$ cat src/rtl/sei_pkg.sv
package sei_pkg;
    typedef enum logic {
        ST_IDLE  = 1'b0,
        ST_ARMED = 1'b1
    } arm_state_t;

    localparam int SYNC_STAGES = 2;
    localparam int RATE_W      = 2;
    localparam int NUM_PATHS   = 2;
    localparam int PATH_UNBAL  = 0;
    localparam int PATH_BAL    = 1;
endpackage

$ cat src/rtl/sei_press_detect.sv
module sei_press_detect #(
    parameter int STAGES = 2
) (
    input  logic clk,
    input  logic rst_n,
    input  logic btn_async,
    output logic press
);
    // STAGES synchronizer flops plus one delay flop for the edge detect
    logic [STAGES:0] chain;

    always_ff @(posedge clk) begin
        if (!rst_n) chain <= '0;
        else        chain <= {chain[STAGES-1:0], btn_async};
    end

    assign press = chain[STAGES-1] & ~chain[STAGES];
endmodule

$ cat src/rtl/sei_arm_fsm.sv
module sei_arm_fsm
    import sei_pkg::*;
(
    input  logic clk,
    input  logic rst_n,
    input  logic press,
    input  logic in_valid,
    output logic armed,
    output logic flip
);
    arm_state_t state, state_nx;

    // state register
    always_ff @(posedge clk) begin
        if (!rst_n) state <= ST_IDLE;
        else        state <= state_nx;
    end

    // next state and outputs
    always_comb begin
        state_nx = state;
        flip     = 1'b0;
        unique case (state)
            ST_IDLE: begin
                if (press) state_nx = ST_ARMED;        // T_ARM
            end
            ST_ARMED: begin
                if (in_valid) begin                    // T_FIRE
                    flip     = 1'b1;
                    state_nx = ST_IDLE;
                end
            end
            default: state_nx = ST_IDLE;
        endcase
    end

    assign armed = (state == ST_ARMED);
endmodule

$ cat src/rtl/sei_retime.sv
module sei_retime (
    input  logic clk,
    input  logic rst_n,
    input  logic path_on,
    input  logic bit_valid,
    input  logic bit_in,
    output logic q_data,
    output logic q_en
);
    always_ff @(posedge clk) begin
        if (!rst_n) begin
            q_data <= 1'b0;
            q_en   <= 1'b0;
        end else if (!path_on) begin
            q_data <= 1'b0;
            q_en   <= 1'b0;
        end else begin
            q_en <= bit_valid;
            if (bit_valid) q_data <= bit_in;
        end
    end
endmodule

$ cat src/rtl/single_error_injector.sv
module single_error_injector
    import sei_pkg::*;
(
    input  logic              clk,
    input  logic              rst_n,
    input  logic              in_bit,
    input  logic              in_valid,
    input  logic              btn_async,
    input  logic [RATE_W-1:0] rate_sel,
    output logic              unbal_data,
    output logic              unbal_en,
    output logic              bal_data,
    output logic              bal_en
);
    logic                 press;
    logic                 armed;
    logic                 flip;
    logic                 tx_bit;
    logic [NUM_PATHS-1:0] path_sel;
    logic [NUM_PATHS-1:0] rt_data;
    logic [NUM_PATHS-1:0] rt_en;

    sei_press_detect #(.STAGES(SYNC_STAGES)) u_press (
        .clk       (clk),
        .rst_n     (rst_n),
        .btn_async (btn_async),
        .press     (press)
    );

    sei_arm_fsm u_fsm (
        .clk      (clk),
        .rst_n    (rst_n),
        .press    (press),
        .in_valid (in_valid),
        .armed    (armed),
        .flip     (flip)
    );

    assign tx_bit = in_bit ^ flip;

    assign path_sel[PATH_UNBAL] = ~rate_sel[0] & ~rate_sel[1];
    assign path_sel[PATH_BAL]   = rate_sel[1];

    for (genvar p = 0; p < NUM_PATHS; p++) begin : g_path
        sei_retime u_rt (
            .clk       (clk),
            .rst_n     (rst_n),
            .path_on   (path_sel[p]),
            .bit_valid (in_valid),
            .bit_in    (tx_bit),
            .q_data    (rt_data[p]),
            .q_en      (rt_en[p])
        );
    end

    assign unbal_data = rt_data[PATH_UNBAL];
    assign unbal_en   = rt_en[PATH_UNBAL];
    assign bal_data   = rt_data[PATH_BAL];
    assign bal_en     = rt_en[PATH_BAL];
endmodule

$ cat config.mk
export PLATFORM = sky130hd
export DESIGN_NAME = single_error_injector
export DESIGN_NICKNAME = d
export VERILOG_FILES = /design/src/rtl/sei_pkg.sv /design/src/rtl/sei_press_detect.sv /design/src/rtl/sei_arm_fsm.sv /design/src/rtl/sei_retime.sv /design/src/rtl/single_error_injector.sv
export SDC_FILE = /design/constraint.sdc
export NUM_CORES = 1
export LEC_CHECK = 0
export CELL_PAD_IN_SITES_DETAIL_PLACEMENT = 1
export CELL_PAD_IN_SITES_GLOBAL_PLACEMENT = 2
export CORE_MARGIN = 2
export CORE_UTILIZATION = 19
export CTS_CLUSTER_SIZE = 28
export DETAILED_ROUTE_END_ITERATION = 7
export PLACE_DENSITY_LB_ADDON = 0.1
export SLEW_MARGIN = 0
export SYNTH_ARGS = -nofsm -noshare
export SYNTH_HDL_FRONTEND = slang
export SYNTH_SLANG_ARGS = --single-unit
export TNS_END_PERCENT = 50
$ cat constraint.sdc
create_clock -name clk -period 1.05 [get_ports clk]
set_clock_uncertainty 0.1 [all_clocks]
set_input_delay 0.2625 -clock clk [delete_from_list [all_inputs] [get_ports clk]]
set_output_delay 0.2625 -clock clk [all_outputs]
set_load 0.02 [all_outputs]
==> flow_metrics.env <==
export IMPL_cp_start_kind="register"
export IMPL_synthSimpleGateAreaFrac_pct=21.63
export IMPL_synth_xor_area_share_pct=3.365
export IMPL_remaining_drc_errors=0
export IMPL_wire_per_inst_um=11.78
export IMPL_ys_seq_elements=8
export IMPL_synth_cell_area_um2=260.3
export IMPL_drt_wl_total_um=648
export IMPL_yosysTopAreaCell="dfxtp_1"
export IMPL_synthTopCellsByCount="8 x dfxtp_1, 3 x and2_1, 2 x nor3b_1"
export IMPL_grt_pass1_vias=247
export IMPL_worstSetupEndpointType="output pin"
export IMPL_peakVddDrop_v=0.0005831
export IMPL_coreArea_um2=1285
export IMPL_violations="setup timing"
export IMPL_gp_congestion=0.6529
export IMPL_grt_max_degree=7
export IMPL_htreeDepth=1
export IMPL_routed_via_density=4.273
export IMPL_grt_pass1_wl_um=1110
export IMPL_power_density_nw_per_um2=1368
export IMPL_async_flop_share_pct=0
export IMPL_arrival_ps=700
export IMPL_leakagePower_nw=0.2009
export IMPL_combPwrFrac_pct=14.2
export IMPL_yosysSeqAreaShare_pct=61.54
export IMPL_dp_hpwl_um=487
export IMPL_nets=49
export IMPL_clk_latency_ps=240
export IMPL_max_stage_delay_ps=340
export IMPL_synth_compound_gate_area_share_pct=13.46
export IMPL_path_delay_family="flip-flops"
export IMPL_netlist_instances=22
export IMPL_cp_slowest_cell="dfxtp_2"
export IMPL_crit_required_ps=690
export IMPL_dr_pass1_iters=3
export IMPL_sw_frac_of_total_pct=22.34
export IMPL_worstMarginPinSlew_ps=226.6
export IMPL_path_class="reg2out"
export IMPL_report_final_slew_viol_count=0
export IMPL_port_buffers=10
export IMPL_synth_warnings=0
export IMPL_drtIter0Drc=3
export IMPL_synth_adder_area_share_pct=0
export IMPL_rsz0062_at_grt="yes"
export IMPL_synth_top_family_by_area="simple AND/OR/NAND/NOR gates"
export IMPL_drive_gt1_share_pct=47.50
export IMPL_clk_path_buf_depth=2
export IMPL_nFillCells=139
export IMPL_synth_most_common_cell="dfxtp_1"
export IMPL_power_switching_w=0.0001441
export IMPL_finalInstanceArea_um2=471.7
export IMPL_clk_pin_slew_ps=60
export IMPL_grt_overflow_total=0
export IMPL_drv_cap=0
export IMPL_start_util_pct=20.25
export IMPL_p_seq_share_pct=50.0
export IMPL_die_w_um=41.01
export IMPL_outcome="complete, but fails checks"
export IMPL_die_y_um=41.01
export IMPL_syn2layout_area_growth_pct=81.25
export IMPL_grtUsageTotal_pct=11.60
export IMPL_regArea_um2=165.2
export IMPL_syn_area_per_cell_um2=11.83
export IMPL_crit_fanout=2
export IMPL_vias=235
export IMPL_synth_top_area_share_pct=61.54
export IMPL_power_internal_w=0.0005010
export IMPL_finalSetupViolCount=4
export IMPL_synthMuxAreaShare_pct=0
export IMPL_num_rows=13
export IMPL_synth_ff_type="dfxtp_1"
export IMPL_ant_nets=0
export IMPL_finalCritPeriodShare_pct=101.6
export IMPL_multi_input_area_um2=127.6
export IMPL_hold_buffers=0
export IMPL_hold_viol_final=0
export IMPL_clkPwrFrac_pct=35.9
export IMPL_synth_edf_count=0
export IMPL_hold_class="in2reg"
export IMPL_cts_sinks=8
export IMPL_root_buffer="clkbuf_4"
export IMPL_dieArea_um2=1682
export IMPL_critical_path_cell_chain="buf_6"
export IMPL_n_antenna_cell=0
export IMPL_antenna_found_initial=0
export IMPL_cts_buffers=3
export IMPL_ys_top_cells_by_area="dfxtp_1 62%, and2_1 7.2%, a2111oi_2 5.8%, nor3b_1 5.8%, xnor2_1 3.4%"
export IMPL_tns_ps=-34.41
export IMPL_p_total_w=0.0006451
export IMPL_worst_slack_ps=-17.22
export IMPL_io_pin_count=11
export IMPL_synth_nets=29
export IMPL_critPathBufInv=1
export IMPL_synth_cell_types=12
export IMPL_fmax_ghz=0.9370
export IMPL_maxSlewHeadroom_pct=84.90
export IMPL_fin_crit_ps=1067
export IMPL_place_area_um2=409.1
export IMPL_cts_tree="done"
kinds of logic (layout without fill, tap and decap cells):
logic type	after synthesis	after routing
AO/OA/AOI/OAI	4	4
AND/OR/NAND/NOR	9	9
XOR/XNOR	1	1
flip-flops	8	8
buffers and inverters	0	18
sequential cells by signal, indices dropped and copies added (netlist names):
| register | cells |
|---|---|
| g_path.u_rt.q_en | 2 |
| g_path.u_rt.q_data | 2 |
| u_fsm.armed | 1 |
| u_press.chain | 3 |
per-stage QoR:
step / setup slack [ps] / hold WS, ps / util, % / std cells
after global routing: -44.33 / 338.6 / 36.71 / 55
final: -17.22 / 319.2 / 36.71 / 55
after floorplan: 78.11 / 231.4 / - / 22
after global placement: -330.2 / 316.1 / 31.84 / 51
after CTS: -30.90 / 307.3 / 36.71 / 55
after detailed placement: -371.7 / 328.9 / 31.84 / 51
final timing paths:
check        cells after the start  slack (ps)                                 end                                from
max                              1         -20                          unbal_data  g_path[0].u_rt.q_data$_SDFFE_PN0P_
min                              3         320  g_path[0].u_rt.q_data$_SDFFE_PN0P_                         rate_sel[0]
max reg2reg                      2          80  g_path[0].u_rt.q_data$_SDFFE_PN0P_              u_fsm.armed$_SDFF_PN0_
min reg2reg                      1         330         u_press.chain[1]$_SDFF_PN0_         u_press.chain[0]$_SDFF_PN0_
metal layers:
metal  wire length [um]  part of all wire [%]  vias to the layer above  track usage (%)
li1                   -                     -                      116                -
met1                279                    43                      109            11.51
met2                311                    48                        8            16.80
met3                 49                   7.6                        2            5.435
met4                  8                   1.2                        0            12.50
met5                  0                     0                        -                0
power groups by stage:
stage               sequential (W)  clock (W)  combinational, W
global route              0.000323   0.000265         0.0000995
CTS                       0.000322   0.000246         0.0000928
detailed placement        0.000326          0         0.0000806
global placement          0.000326          0         0.0000784
floorplan                 0.000332          0         0.0000184
finish                    0.000322   0.000231         0.0000913
cell usage in the layout, fill, tap and decap left out, types with 2 or more instances in the layout:
cell type | netlist | routed
and2_1 | 3 | 3
buf_4 | 0 | 5
buf_6 | 0 | 4
clkbuf_4 | 0 | 3
clkdlybuf4s50_1 | 0 | 2
dfxtp_1 | 8 | 4
dfxtp_2 | 0 | 4
dlygate4sd2_1 | 0 | 4
nor3b_1 | 2 | 2
repair_timing:
action / CTS / global route
buffers inserted: 1 / 0
setup endpoints to repair: 7 / 4
pin swaps: 2 / 0
resized for setup: 35 / 0
final cells by class:
type                       instances  area share (%)
sequential                         8           35.01
timing repair buffer              15           29.18
multi-input combinational         14           27.06
clock buffer                       3           4.775
tap                               15           3.979
No activity file was read; power rests on OpenSTA's default activity.
